## src/rtl/cpuclk_pkg.sv

```systemverilog
// Shared constants and helpers for the processor clock selector.
// Assumes levels are numbered 0..6, with level 0 being the static-high level.
package cpuclk_pkg;
    localparam int unsigned NUM_LEVELS = 7;
    localparam int unsigned LVL_W      = 3;

    // Target frequency of a level in hundredths of a hertz (level 0 unused).
    function automatic longint unsigned level_centihz(int unsigned lvl);
        case (lvl)
            1:       return 64'd24;
            2:       return 64'd100;
            3:       return 64'd200;
            4:       return 64'd400;
            5:       return 64'd1500;
            default: return 64'd200000;
        endcase
    endfunction

    // Board cycles per half period of a level, never below one.
    function automatic int unsigned half_cycles(int unsigned clk_hz, int unsigned lvl);
        longint unsigned h;
        h = (longint'(clk_hz) * 64'd100) / (64'd2 * level_centihz(lvl));
        if (h < 64'd1) h = 64'd1;
        return int'(h);
    endfunction
endpackage

```

## src/rtl/cpuclk_debounce.sv

```systemverilog
// Button conditioner: two-flop synchronizer followed by a stability filter.
// The filtered level follows the input only once it has differed from the
// current filtered level for DB_CYCLES consecutive cycles; a pulse marks a
// filtered 0->1 transition. Assumes DB_CYCLES >= 1.
module cpuclk_debounce #(
    parameter int unsigned DB_CYCLES = 20000
) (
    input  logic clk,
    input  logic rst_n,
    input  logic raw_i,
    output logic level_o,
    output logic press_o
);
    localparam int unsigned CW = $clog2(DB_CYCLES + 1);

    logic          sync1_q, sync2_q;
    logic          stable_q;
    logic          press_q;
    logic [CW-1:0] cnt_q;

    // Bring the asynchronous button into the board clock domain.
    always_ff @(posedge clk) begin
        if (!rst_n) begin
            sync1_q <= 1'b0;
            sync2_q <= 1'b0;
        end else begin
            sync1_q <= raw_i;
            sync2_q <= sync1_q;
        end
    end

    // Accept a new level only after it has held for the full window.
    always_ff @(posedge clk) begin
        if (!rst_n) begin
            stable_q <= 1'b0;
            cnt_q    <= '0;
            press_q  <= 1'b0;
        end else begin
            press_q <= 1'b0;
            if (sync2_q == stable_q) begin
                cnt_q <= '0;
            end else if (cnt_q == CW'(DB_CYCLES - 1)) begin
                cnt_q    <= '0;
                stable_q <= sync2_q;
                press_q  <= sync2_q;
            end else begin
                cnt_q <= cnt_q + 1'b1;
            end
        end
    end

    assign level_o = stable_q;
    assign press_o = press_q;

    // the filtered level never moves while the synchronized input agrees with it.
    a_r7_hold_when_equal: assert property (@(posedge clk) disable iff (!rst_n)
        (sync2_q == stable_q) |=> $stable(stable_q));
endmodule

```

## src/rtl/cpuclk_divider.sv

```systemverilog
// Free-running square-wave generator: toggles its output every HALF board
// cycles. Assumes HALF >= 1.
module cpuclk_divider #(
    parameter int unsigned HALF = 1
) (
    input  logic clk,
    input  logic rst_n,
    output logic wave_o
);
    localparam int unsigned CW = (HALF > 1) ? $clog2(HALF) : 1;

    logic [CW-1:0] cnt_q;
    logic          wave_q;

    // Count a half period and flip the wave at its end.
    always_ff @(posedge clk) begin
        if (!rst_n) begin
            cnt_q  <= '0;
            wave_q <= 1'b0;
        end else if (cnt_q == CW'(HALF - 1)) begin
            cnt_q  <= '0;
            wave_q <= ~wave_q;
        end else begin
            cnt_q <= cnt_q + 1'b1;
        end
    end

    assign wave_o = wave_q;

    // the half-period counter stays inside its window.
    a_r1_count_in_window: assert property (@(posedge clk) disable iff (!rst_n)
        32'(cnt_q) < HALF);
endmodule

```

## src/rtl/cpuclk_level.sv

```systemverilog
// Speed level register: steps up or down by one per press pulse and
// saturates at 0 and MAX_LEVEL. Simultaneous pulses cancel.
module cpuclk_level #(
    parameter int unsigned LVL_W      = 3,
    parameter int unsigned MAX_LEVEL  = 6,
    parameter int unsigned INIT_LEVEL = 2
) (
    input  logic             clk,
    input  logic             rst_n,
    input  logic             up_i,
    input  logic             down_i,
    output logic [LVL_W-1:0] level_o
);
    logic [LVL_W-1:0] lvl_q;

    // Apply one saturating step per accepted press.
    always_ff @(posedge clk) begin
        if (!rst_n) begin
            lvl_q <= LVL_W'(INIT_LEVEL);
        end else if (up_i && !down_i && lvl_q != LVL_W'(MAX_LEVEL)) begin
            lvl_q <= lvl_q + 1'b1;
        end else if (down_i && !up_i && lvl_q != '0) begin
            lvl_q <= lvl_q - 1'b1;
        end
    end

    assign level_o = lvl_q;

    // the level never leaves the legal range.
    a_r6_level_range: assert property (@(posedge clk) disable iff (!rst_n)
        32'(lvl_q) <= MAX_LEVEL);
    // an up press below the top moves exactly one step.
    a_r5_up_one_step: assert property (@(posedge clk) disable iff (!rst_n)
        (up_i && !down_i && lvl_q != LVL_W'(MAX_LEVEL)) |=> lvl_q == $past(lvl_q) + 1'b1);
    // simultaneous presses leave the level alone.
    a_r8_cancel: assert property (@(posedge clk) disable iff (!rst_n)
        (up_i && down_i) |=> $stable(lvl_q));
endmodule

```

## src/rtl/cpuclk_top.sv

```systemverilog
// Processor clock selector. Six dividers run continuously from the board
// clock; a registered multiplexer picks one by the current level, forces
// high at level 0 and low while pause is held. Assumes CLK_HZ >= 2 MHz in
// hardware and INIT_LEVEL in 0..6.
module cpuclk_top #(
    parameter int unsigned CLK_HZ     = 2000000,
    parameter int unsigned INIT_LEVEL = 2,
    parameter int unsigned DB_CYCLES  = 20000
) (
    input  logic       clk_board,
    input  logic       rst_n,
    input  logic       btn_left,
    input  logic       btn_right,
    input  logic       btn_pause,
    output logic       cpu_clk,
    output logic       clk_level,
    output logic [6:0] level_onehot
);
    import cpuclk_pkg::*;

    localparam int unsigned MAX_LEVEL = NUM_LEVELS - 1;

    logic [NUM_LEVELS-1:0] wave;
    logic                  up_p, down_p, pause_db;
    logic                  up_lvl_unused, down_lvl_unused, pause_p_unused;
    logic [LVL_W-1:0]      level;
    logic                  clk_q;

    assign wave[0] = 1'b1;

    genvar gi;
    generate
        for (gi = 1; gi < NUM_LEVELS; gi++) begin : g_div
            cpuclk_divider #(.HALF(half_cycles(CLK_HZ, gi))) u_div (
                .clk    (clk_board),
                .rst_n  (rst_n),
                .wave_o (wave[gi])
            );
        end
    endgenerate

    cpuclk_debounce #(.DB_CYCLES(DB_CYCLES)) u_db_right (
        .clk(clk_board), .rst_n(rst_n), .raw_i(btn_right),
        .level_o(up_lvl_unused), .press_o(up_p));
    cpuclk_debounce #(.DB_CYCLES(DB_CYCLES)) u_db_left (
        .clk(clk_board), .rst_n(rst_n), .raw_i(btn_left),
        .level_o(down_lvl_unused), .press_o(down_p));
    cpuclk_debounce #(.DB_CYCLES(DB_CYCLES)) u_db_pause (
        .clk(clk_board), .rst_n(rst_n), .raw_i(btn_pause),
        .level_o(pause_db), .press_o(pause_p_unused));

    cpuclk_level #(
        .LVL_W(LVL_W), .MAX_LEVEL(MAX_LEVEL), .INIT_LEVEL(INIT_LEVEL)
    ) u_level (
        .clk(clk_board), .rst_n(rst_n),
        .up_i(up_p), .down_i(down_p), .level_o(level));

    // Register the selected clock so switching never emits a runt pulse.
    always_ff @(posedge clk_board) begin
        if (!rst_n) clk_q <= 1'b0;
        else        clk_q <= pause_db ? 1'b0 : wave[level];
    end

    assign cpu_clk   = clk_q;
    assign clk_level = clk_q;

    // Expand the level to a one-hot display vector.
    always_comb begin
        level_onehot = '0;
        level_onehot[level] = 1'b1;
    end

    // a held pause keeps the clock low.
    a_r3_pause_low: assert property (@(posedge clk_board) disable iff (!rst_n)
        pause_db |=> !cpu_clk);
    // level 0 without pause keeps the clock high.
    a_r2_idle_high: assert property (@(posedge clk_board) disable iff (!rst_n)
        (!pause_db && level == '0) |=> cpu_clk);
    // exactly one display bit is lit.
    a_r10_onehot: assert property (@(posedge clk_board) disable iff (!rst_n)
        $countones(level_onehot) == 1);
endmodule

```

## config.mk

```make
export PLATFORM = sky130hd
export DESIGN_NAME = cpuclk_top
export DESIGN_NICKNAME = d
export VERILOG_FILES = /design/src/rtl/cpuclk_pkg.sv /design/src/rtl/cpuclk_debounce.sv /design/src/rtl/cpuclk_divider.sv /design/src/rtl/cpuclk_level.sv /design/src/rtl/cpuclk_top.sv
export SDC_FILE = /design/constraint.sdc
export NUM_CORES = 1
export LEC_CHECK = 0
export BUFFER_PORTS_ARGS = -buffer_cell sky130_fd_sc_hd__buf_2
export CAP_MARGIN = 0
export CORE_MARGIN = 2
export CORE_UTILIZATION = 35
export CTS_CLUSTER_SIZE = 20
export DETAILED_ROUTE_END_ITERATION = 10
export GPL_TIMING_DRIVEN = 0
export PLACE_DENSITY = 0.48
export SETUP_SLACK_MARGIN = 0.05
export SLEW_MARGIN = 20
export SYNTH_ARGS = -nofsm -noshare
export SYNTH_HDL_FRONTEND = slang
export SYNTH_SLANG_ARGS = --single-unit
```

## constraint.sdc

```tcl
create_clock -name clk_board -period 2 [get_ports clk_board]
set_input_delay 0.3 -clock clk_board [delete_from_list [all_inputs] [get_ports clk_board]]
set_output_delay 0.3 -clock clk_board [all_outputs]
set_load 0.005 [all_outputs]
```

## Word level (Yosys, flattened, before mapping)

Index checks and enable logic that the tools add are counted.
W data, S select, Z words.

- Equal/unequal tests: 13
- Add/subtract/negate cells: 11
- $lt $le $gt $ge: 2
- Multiplexer cells: 6
- Reductions and logical operators: 24
- Bitwise gates (word level): 12

Operators by type and width:

| kind | count |
|---|---|
| $add A15 B1 Y15 const B | 3 |
| $eq A15 B15 Y1 const B | 3 |
| $add A22 B1 Y22 const B | 1 |
| $eq A22 B22 Y1 const B | 1 |
| $add A20 B1 Y20 const B | 1 |
| $eq A20 B20 Y1 const B | 1 |
| $add A19 B1 Y19 const B | 1 |
| $eq A19 B19 Y1 const B | 1 |
| $add A18 B1 Y18 const B | 1 |
| $eq A18 B18 Y1 const B | 1 |
| $add A17 B1 Y17 const B | 1 |
| $eq A17 B17 Y1 const B | 1 |
| $reduce_or A3 Y1 | 5 |
| $reduce_or A2 Y1 | 7 |
| $not A1 Y1 | 12 |
| $add A9 B1 Y9 const B | 1 |
| $eq A9 B9 Y1 const B | 1 |
| $mux W3 | 2 |
| $reduce_and A2 Y1 | 3 |
| $logic_and A1 B1 Y1 | 5 |
| $lt A3 B4 Y1 const B | 1 |
| $add A3 B1 Y3 const B | 1 |
| $bmux W1 S3 | 1 |
| $demux W1 S3 | 1 |
| 8 further kinds | 12 |

- Input port bits: 5
- Output and inout bits: 9
- Bits in registers: 171

## Logic depth before layout (Yosys ltp)

Gate-level depths: netlist of run 1.

- Depth in word-level cells: 5
- Mapped depth: 8
- Gate-level depth less buffers: 8

## Modules after synthesis

A second synthesis of run 1 with hierarchy kept.

- Cell total of the unflattened synthesis: 881
- Area total of the unflattened synthesis: 7981.4 um2

By module, submodules not included:

| module | instances | cells each | area each (um2) | sequential area each (um2) |
|---|---|---|---|---|
| cpuclk_debounce | 3 | 85 | 792.0 | 380.4 |
| cpuclk_divider at g_div[1].u_div | 1 | 120 | 1063.5 | 460.4 |
| cpuclk_divider at g_div[2].u_div | 1 | 105 | 975.9 | 420.4 |
| cpuclk_divider at g_div[3].u_div | 1 | 105 | 947.2 | 400.4 |
| cpuclk_divider at g_div[4].u_div | 1 | 101 | 910.9 | 380.4 |
| cpuclk_divider at g_div[5].u_div | 1 | 95 | 829.5 | 360.3 |
| cpuclk_divider at g_div[6].u_div | 1 | 47 | 451.7 | 200.2 |
| cpuclk_level | 1 | 31 | 251.5 | 60.1 |
| cpuclk_top | 1 | 22 | 175.2 | 20.0 |

## Worst setup path after synthesis of run 1

OpenSTA, ideal clock, no wires.

- Kind: register to register
- Start: reg g_div[2].u_div.cnt_q[11]
- End: reg g_div[2].u_div.cnt_q[11]
- Path slack: 0.098 ns
- Stages on the path, launching flop included: 6
- Setup time: 0.115 ns
- Arrival: 1.788 ns
- Required time: 1.885 ns
- Path buffers: 1
- Cell sequence: dfxtp_1 -> or4b_1 -> or4_4 -> o21ai_4 -> buf_6 -> nor2_1

- Cells in the longest elaborated chain, start to end: 2

RTL lines:

| item | RTL line | text |
|---|---|---|
| from (decl) | cpuclk_divider.sv:12 | `logic [CW-1:0] cnt_q;` |
| from (signal assigned) | cpuclk_divider.sv:24 | `cnt_q <= cnt_q + 1'b1;` |
| parallel branches: the longest is 2 deep, another holds $add A20 B1 Y20 | -- |  |

Parallel ways; which one is timed is not known.
A chain may end at the register's enable or synchronous reset.

## Final worst setup path of run 1

- Start: reg g_div[2].u_div.cnt_q[8]
- End: reg g_div[2].u_div.cnt_q[8]

Same word-level chain as after synthesis.

==> key figures, run 1 <==
Detailed routing
  – Remaining DRCs: 0
  – Final antenna-violating net count: 0
  – Total wire length after detailed routing: 15.21 mm
  – Total number of vias: 5,937
  – Routed length per instance: 12.62 µm
  – Number of vias per cell: 4.927
  – TritonRoute pass-1 iters: 4
  – Violation count after the first detailed-route iteration: 212

Pwr
  – Worst voltage drop across the vdd grid: 0.0005616 V
  – Pwr per Cell Area: 799.6 nW/µm²
  – Final Power: 7170 µW
  – Leakage dissipation: 0.002935 µW

STA
  – Fmax: 0.5015 GHz
  – Max-slew violation count: 0
  – Headroom to the max-slew limit: 57.69%
  – Finish-stage setup viols: 0
  – Clk_skew: 0.009058 ns
  – Final critical path time including I/O delays and setup: 1.994 ns
  – Final worst path period share: 99.70%
  – RSZ-0062 raised after global routing: yes
  – Slew at the pin with the worst max-slew slack: 0.6347 ns
  – Final hold viol count: 0

Place
  – Placed insts: 1,163
  – Placed instance area: 8003 µm²
  – Routability congestion estimate from global placement: 0.7491
  – Buffers added on ports: 13
  – Half-perimeter wire length after detailed placement: 10.40 mm

Cells and area
  – Number of non-filler instances in the completed layout: 1,205
  – Multi-input combinational cell area: 4106 µm²
  – Count of fill cells added during filler insertion: 2,101
  – Highest-count cells in the layout ignoring fill and taps: 157 x sky130_fd_sc_hd__dfxtp_1, 130 x sky130_fd_sc_hd__nor2_1, 56 x sky130_fd_sc_hd__xnor2_1
  – Design Area, Final: 8967 µm²
  – Leading cell type in the layout, fill and taps excluded: sky130_fd_sc_hd__dfxtp_1
  – Inserted Diodes: 0
  – Layout cells sized above 1: 14.84%
  – Register area: 3441 µm²
  – Area growth from synthesis to layout: 18.09%
  – Net count, final: 935

Critical path
  – Worst path required time: 2.31 ns
  – Worst EP arrival: 2.30 ns
  – Maximum fanout along the worst path: 5
  – CP endpoint kind: register
  – Worst Reg2Reg Path Length in Cells: 5
  – R2r setup slk: 0.006 ns
  – Endpoint of the lowest-slack register-to-register path: g_div[2].u_div.cnt_q[8]
  – Class of the most critical setup path: register to register
  – Sort of element at the start of the critical path: register
  – Worst R2R Start: g_div[2].u_div.cnt_q[8]

CTS
  – Buffer type at the clock tree root: sky130_fd_sc_hd__clkbuf_16
  – Post-cts hold buffer count: 0
  – Clock latency at the later pin of the worst-skew pair: 0.41 ns
  – # clock sinks: 171
  – Clock tree from TritonCTS: yes
  – TritonCTS Buffers: 17
  – H-Tree Level Count: 4
  – Clk buf depth: 2
  – Clock-pin transition on the worst setup and hold timing paths: 0.06 ns

Floorplanning
  – Area inside the core boundary: 21,150 µm²
  – Number of standard-cell rows in the floorplan: 53
  – IO Pins: 14
  – Vertical extent of the die: 151.3 µm
  – Initial Util: 35.90%
  – Die area: 22,890 µm²
  – Width of the die: 151.3 µm

Global routing
  – Global-route wire length before repair: 26.16 mm
  – Antenna violations before repair: 0
  – Peak-usage layer in the global routing report: met2
  – Global Route met3 Usage: 3.404%
  – GR Util met2: 21.92%
  – Aggregate global routing overflow: 0
  – Largest net degree at the start of global routing: 17
  – Met1 Track Usage GR: 19.36%
  – Number of global-route vias before repair: 5,497
  – Overall routing resource usage: 13.98%

Logic synthesis
  – Proportion of synthesized chip area in sequential cells: 45.08%
  – Count of synthesis-stage warnings from yosys: 0
  – Count of distinct cell types in the synthesized netlist: 49
  – Total nets after synthesis: 892
  – Post-synthesis instance area: 7594 µm²
  – Flops & latches, synth: 171
  – Most frequently used flop master after synthesis: sky130_fd_sc_hd__dfxtp_1
  – Post-Syn Instances: 875
  – Per-instance average area after synthesis: 8.678 µm²
  – Number of synthesized flops with an enable pin: 0
  – Synth async-reset ratio: 0%

Hold path
  – Hold path startpoint: btn_right
  – Worst min-delay path endpoint: u_db_right.sync1_q
  – Hold WC Path Type: input port to register
  – Instance count along the most critical hold path: 2

Run
  – Maximum Capacitance Violations: 0

Outcome
  – Outcome: complete, no violations
-- layout make-up --
cell class | instances | area share (%)
clock buffer | 20 | 5.204
timing repair buffer | 28 | 2.107
clock inverter | 11 | 1.870
inverter | 28 | 1.172
buffer | 23 | 1.646
sequential | 171 | 38.37
tap | 275 | 3.837
multi-input combinational | 649 | 45.79
-- stage by stage --
step	setup WS [ns]	util, %	hold WS (ns)	TNS [ns]
after floorplan	0.09778	-	0.4119	0
after global placement	-0.2515	37.83	0.4225	-12.15
after detailed placement	-0.2406	37.83	0.4221	-11.14
after CTS	0.02993	41.55	0.07240	0
after global routing	-0.03476	42.39	0.08051	-0.1215
final	0.005929	42.39	0.08581	0
-- per-layer routing --
layer | part of all wire, % | wire length [µm]
met1 | 53 | 8104
met2 | 44 | 6680
met3 | 2.0 | 301
met4 | 0.82 | 125
met5 | 0 | 0
-- flip-flops by register name (all words and copies together), names as in the netlist --
signal and cells:
u_db_left.press_o 1, u_db_pause.sync1_q 1, u_db_right.level_o 1, u_db_pause.sync2_q 1, u_db_pause.level_o 1, g_div.u_div.wave_o 6
u_db_left.sync2_q 1, u_db_right.sync2_q 1, u_db_left.cnt_q 15, g_div.u_div.cnt_q 105, u_db_right.sync1_q 1, u_level.level_o 3
clk_level 1, u_db_left.level_o 1, u_db_pause.cnt_q 15, u_db_left.sync1_q 1, u_db_right.cnt_q 15, u_db_right.press_o 1
-- logic make-up (layout without fill, tap and decap cells) --
logic type,Yosys count,count (layout),synth area share [%]
DFF,171,171,45.08
muxes,4,4,0.5273
buffers and inverters,55,110,3.032
and+or+nand+nor,440,440,30.45
adders and majority gates,12,12,2.076
AOI/OAI and AO/OA,86,86,6.492
xor gates and xnor gates,107,107,12.34
-- cell usage after synthesis (4+ instances only) --
library cell               instances  share of area, %
sky130_fd_sc_hd__xor2_1           51               5.9
sky130_fd_sc_hd__nor4b_1          10               1.2
sky130_fd_sc_hd__and4_1           14               1.6
sky130_fd_sc_hd__mux2i_1           4              0.53
sky130_fd_sc_hd__o31ai_1           7              0.69
sky130_fd_sc_hd__nand4_1          44               3.6
sky130_fd_sc_hd__or4b_1            4              0.53
sky130_fd_sc_hd__dfxtp_1         171                45
sky130_fd_sc_hd__nor3_1           26               1.7
sky130_fd_sc_hd__nand2_1          49               2.4
sky130_fd_sc_hd__and3_1           12              0.99
sky130_fd_sc_hd__nand3_1          49               3.2
sky130_fd_sc_hd__or3_1            26               2.1
sky130_fd_sc_hd__and2_1           14               1.2
sky130_fd_sc_hd__or4_1            12               1.2
sky130_fd_sc_hd__clkbuf_1         22               1.1
sky130_fd_sc_hd__inv_1            27               1.3
sky130_fd_sc_hd__o21ai_0          30               2.0
sky130_fd_sc_hd__xnor2_1          56               6.5
sky130_fd_sc_hd__nand2b_1          4              0.33
sky130_fd_sc_hd__nor2b_1           6              0.49
sky130_fd_sc_hd__nor2_1          139               6.9
sky130_fd_sc_hd__a21oi_1          34               2.2
sky130_fd_sc_hd__ha_1             11               1.8
sky130_fd_sc_hd__nor4_1           16               1.3
-- report_power, final --
part	total, µW	switching [µW]	internal, µW	leakage, µW
logic	169	102	67.2	0.00124
registers	3490	40.7	3450	0.00139
clock network	3520	1330	2180	0.000308
total	7170	1480	5690	0.00294
-- worst max-delay path by stage --
stage,depth (start not counted),from,to
after floorplan,5,g_div[2].u_div.cnt_q[11],g_div[2].u_div.cnt_q[11]
after global placement,6,g_div[3].u_div.cnt_q[0],g_div[3].u_div.cnt_q[11]
after detailed placement,6,g_div[3].u_div.cnt_q[0],g_div[3].u_div.cnt_q[9]
after CTS,5,g_div[2].u_div.cnt_q[8],g_div[2].u_div.cnt_q[6]
after global routing,5,g_div[2].u_div.cnt_q[8],g_div[2].u_div.cnt_q[8]
final,5,g_div[2].u_div.cnt_q[8],g_div[2].u_div.cnt_q[8]
-- what timing repair did --
item	in CTS	in global routing
pin swaps	9	12
setup buffers	8	6
setup endpoints to repair	106	111
resized for setup	35	56
gates cloned	1	0
-- critical path, cell delays in order (launching register included) --
cell and delay, ns:
sky130_fd_sc_hd__dfxtp_2 0.31, sky130_fd_sc_hd__or4b_1 0.53, sky130_fd_sc_hd__or4_4 0.56, sky130_fd_sc_hd__o21ai_4 0.24, sky130_fd_sc_hd__buf_6 0.19, sky130_fd_sc_hd__nor2_2 0.05
Note: power is estimated with default switching activity, not from simulation.
==> run 2: changes to the inputs <==
--- a/config.mk
+++ b/config.mk
@@ -7,12 +7,12 @@
 export LEC_CHECK = 0
 export BUFFER_PORTS_ARGS = -buffer_cell sky130_fd_sc_hd__buf_2
 export CAP_MARGIN = 0
-export CORE_MARGIN = 2
 export CORE_UTILIZATION = 35
 export CTS_CLUSTER_SIZE = 20
 export DETAILED_ROUTE_END_ITERATION = 10
 export GPL_TIMING_DRIVEN = 0
 export PLACE_DENSITY = 0.48
+export REMOVE_ABC_BUFFERS = 1
 export SETUP_SLACK_MARGIN = 0.05
 export SLEW_MARGIN = 20
 export SYNTH_ARGS = -nofsm -noshare
==> run 2 against run 1 <==
  * Sequential cell count did not move
  * Register-to-register slack improved by 0.06 ns
  * Clock-buffer cell count rose by 1
  * Routed wire length fell by 6.2%
  * First-iteration DRC count down 8.5%
  * Clock power decreased by 8.5%
  * Critical path depth decreased by 1
  * Sequential power barely moved
  * Non-clock buffer count shrank 28
==> key figures, run 2 (same netlist as run 1, synthesis figures left out) <==
Detailed routing
  – TritonRoute pass-1 iters: 4 (unchanged)
  – Number of vias per cell: 4.896 (-0.64%)
  – Violation count after the first detailed-route iteration: 194 (-8.5%)
  – Final antenna-violating net count: 0 (unchanged)
  – Total number of vias: 5,767 (-2.9%)
  – Total wire length after detailed routing: 14.27 mm (-6.2%)
  – Routed length per instance: 12.11 µm (-4.1%)
  – Remaining DRCs: 0 (unchanged)

Critical path
  – Class of the most critical setup path: register to register
  – Ordered cell list for the critical path: or4b_1 -> or4_4 -> or3_1 -> a21oi_1
  – Worst path required time: 2.33 ns (+0.02 ns)
  – R2r setup slk: 0.07 ns (+0.06 ns)
  – Maximum fanout along the worst path: 3 (-2)
  – Worst-path cell with the longest stage delay: sky130_fd_sc_hd__or4_4
  – Delay of the slowest cell on the worst path: 0.56 ns (about the same)
  – Buffering stage count on the worst path with inverters included: 0 (-1)
  – Sort of element at the start of the critical path: register
  – Cell family with most CP delay: simple AND/OR/NAND/NOR gates
  – Worst EP arrival: 2.27 ns (-0.03 ns)
  – CP endpoint kind: register

Cells and area
  – Design Area, Final: 8676 µm² (-3.3%)
  – Net count, final: 907 (-3.0%)
  – Register with the most flip-flops: g_div.u_div.cnt_q
  – Utilization after layout: 41.01% (-1.4 points)
  – Highest-count cells in the layout ignoring fill and taps: 162 x sky130_fd_sc_hd__dfxtp_1, 139 x sky130_fd_sc_hd__nor2_1, 56 x sky130_fd_sc_hd__xnor2_1
  – Area growth from synthesis to layout: 14.25%
  – Layout cells sized above 1: 10.08% (-4.8 points)
  – Flip-flop count of the largest register after layout: 105 (unchanged)
  – Leading cell type in the layout, fill and taps excluded: sky130_fd_sc_hd__dfxtp_1
  – Inserted Diodes: 0 (unchanged)

Floorplanning
  – Number of standard-cell rows in the floorplan: 53 (unchanged)
  – Area inside the core boundary: 21,150 µm² (unchanged)
  – Vertical extent of the die: 149.3 µm (-1.3%)
  – Die area: 22,290 µm² (-2.6%)
  – IO Pins: 14 (unchanged)
  – Initial Util: 35.90% (unchanged)
  – Width of the die: 149.3 µm (-1.3%)

Pwr
  – Final Power: 6850 µW (-4.5%)
  – Pwr per Cell Area: 789.6 nW/µm² (-1.3%)
  – Leakage dissipation: 0.002811 µW (-4.2%)
  – Worst voltage drop across the vdd grid: 0.0003327 V (-41%)

STA
  – Max-slew violation count: 0 (unchanged)
  – Final hold viol count: 0 (unchanged)
  – Finish-stage setup viols: 0 (unchanged)
  – Final critical path time including I/O delays and setup: 1.935 ns (-0.05943 ns)
  – Fin Hold WS: 0.08272 ns (-0.003086 ns)
  – Setup TNS: 0 ns (unchanged)
  – Headroom to the max-slew limit: 57.30% (-0.39 points)
  – Clk_skew: 0.01003 ns (+0.0009716 ns)
  – Slew at the pin with the worst max-slew slack: 0.6366 ns (+0.001862 ns)
  – RSZ-0062 raised after global routing: yes
  – Final worst path period share: 96.73% (-3.0 points)
  – Fmax: 0.5169 GHz (+3.1%)

Global routing
  – Aggregate global routing overflow: 0 (unchanged)
  – Largest net degree at the start of global routing: 22 (+5)
  – Global-route wire length before repair: 24.81 mm (-5.1%)
  – Number of global-route vias before repair: 5,262 (-4.3%)
  – Overall routing resource usage: 13.67% (-0.31 points)
  – Antenna violations before repair: 0 (unchanged)

CTS
  – Clk buf depth: 2 (unchanged)
  – Clock latency at the later pin of the worst-skew pair: 0.42 ns (about the same)
  – TritonCTS Buffers: 17 (unchanged)
  – Clock tree from TritonCTS: yes
  – Clock-pin transition on the worst setup and hold timing paths: 0.06 ns (about the same)
  – H-Tree Level Count: 4 (unchanged)
  – Buffer type at the clock tree root: sky130_fd_sc_hd__clkbuf_16
  – # clock sinks: 171 (unchanged)
  – Post-cts hold buffer count: 0 (unchanged)

Hold path
  – Hold WC Path Type: input port to register

Place
  – Routability congestion estimate from global placement: 0.7215 (-3.7%)
  – Buffers added on ports: 13 (unchanged)
  – Half-perimeter wire length after detailed placement: 9.619 mm (-7.5%)
  – Placed instance area: 7904 µm² (-1.2%)

Outcome
  – Outcome: complete, no violations

Run
  – Maximum Capacitance Violations: 0 (unchanged)
==> run 2: changes by cell type in the layout (fill, tap and decap cells not counted), moves of 7 or more <==
| cell | change |
|---|---|
| sky130_fd_sc_hd__buf_4 | -7 |
| sky130_fd_sc_hd__a21oi_1 | +8 |
| sky130_fd_sc_hd__nor2_1 | +9 |
| sky130_fd_sc_hd__a21oi_2 | -8 |
| sky130_fd_sc_hd__dfxtp_2 | -7 |
==> run 2: path summary, 6_finish.rpt <==
check	startpoint	end	cells past startpoint
setup reg to reg	g_div[2].u_div.cnt_q[10]	g_div[2].u_div.wave_o	4
hold reg to reg	u_db_right.sync1_q	u_db_right.sync2_q	1
hold / removal	btn_left	u_db_left.sync1_q	2
setup / recovery	g_div[2].u_div.cnt_q[10]	g_div[2].u_div.wave_o	4
==> run 2: layout make-up <==
| type | count | area [µm²] |
|---|---|---|
| Clock inverter | 11 | 118.9 |
| Timing Repair Buffer | 23 | 160.2 |
| Tap cell | 275 | 344.1 |
| Inverter | 28 | 105.1 |
| Multi-Input combinational cell | 649 | 4048 |
| Sequential cell | 171 | 3440 |
| Fill cell | 2146 | 12480 |
| Clock buffer | 21 | 460.4 |
==> run 2: power breakdown <==
group          internal (µW)  leakage (µW)  switching (µW)  total, µW
Clock                   1900      0.000275            1330       3220
Combinational           53.1       0.00115            90.2        143
Sequential              3440       0.00139            40.8       3480
Total                   5390       0.00281            1460       6850
==> run 2: routing by layer <==
metal | share of wire (%) | global-route usage [%] | vias to the layer above
met5 | 0 | 0 | -
met4 | 1.7 | 6.378 | 0
met3 | 1.9 | 2.446 | 17
met2 | 42 | 20.23 | 36
met1 | 54 | 19.14 | 2614
li1 | - | - | 3100
==> run 2: repair_timing <==
action / 4_1_cts / 5_1_grt
pin swaps: 5 / 2
resized for setup: 12 / 21
setup buffers: 6 / 3
endpoints found under the setup margin: 40 / 104
==> run 2: per-stage QoR <==
| step | worst slack [ns] | cells |
|---|---|---|
| floorplan | -0.2844 | 848 |
| global placement | -1.272 | 1136 |
| detailed placement | -0.2754 | 1137 |
| CTS | 0.04946 | 1175 |
| global route | 0.003658 | 1178 |
| finish | 0.06536 | 1178 |
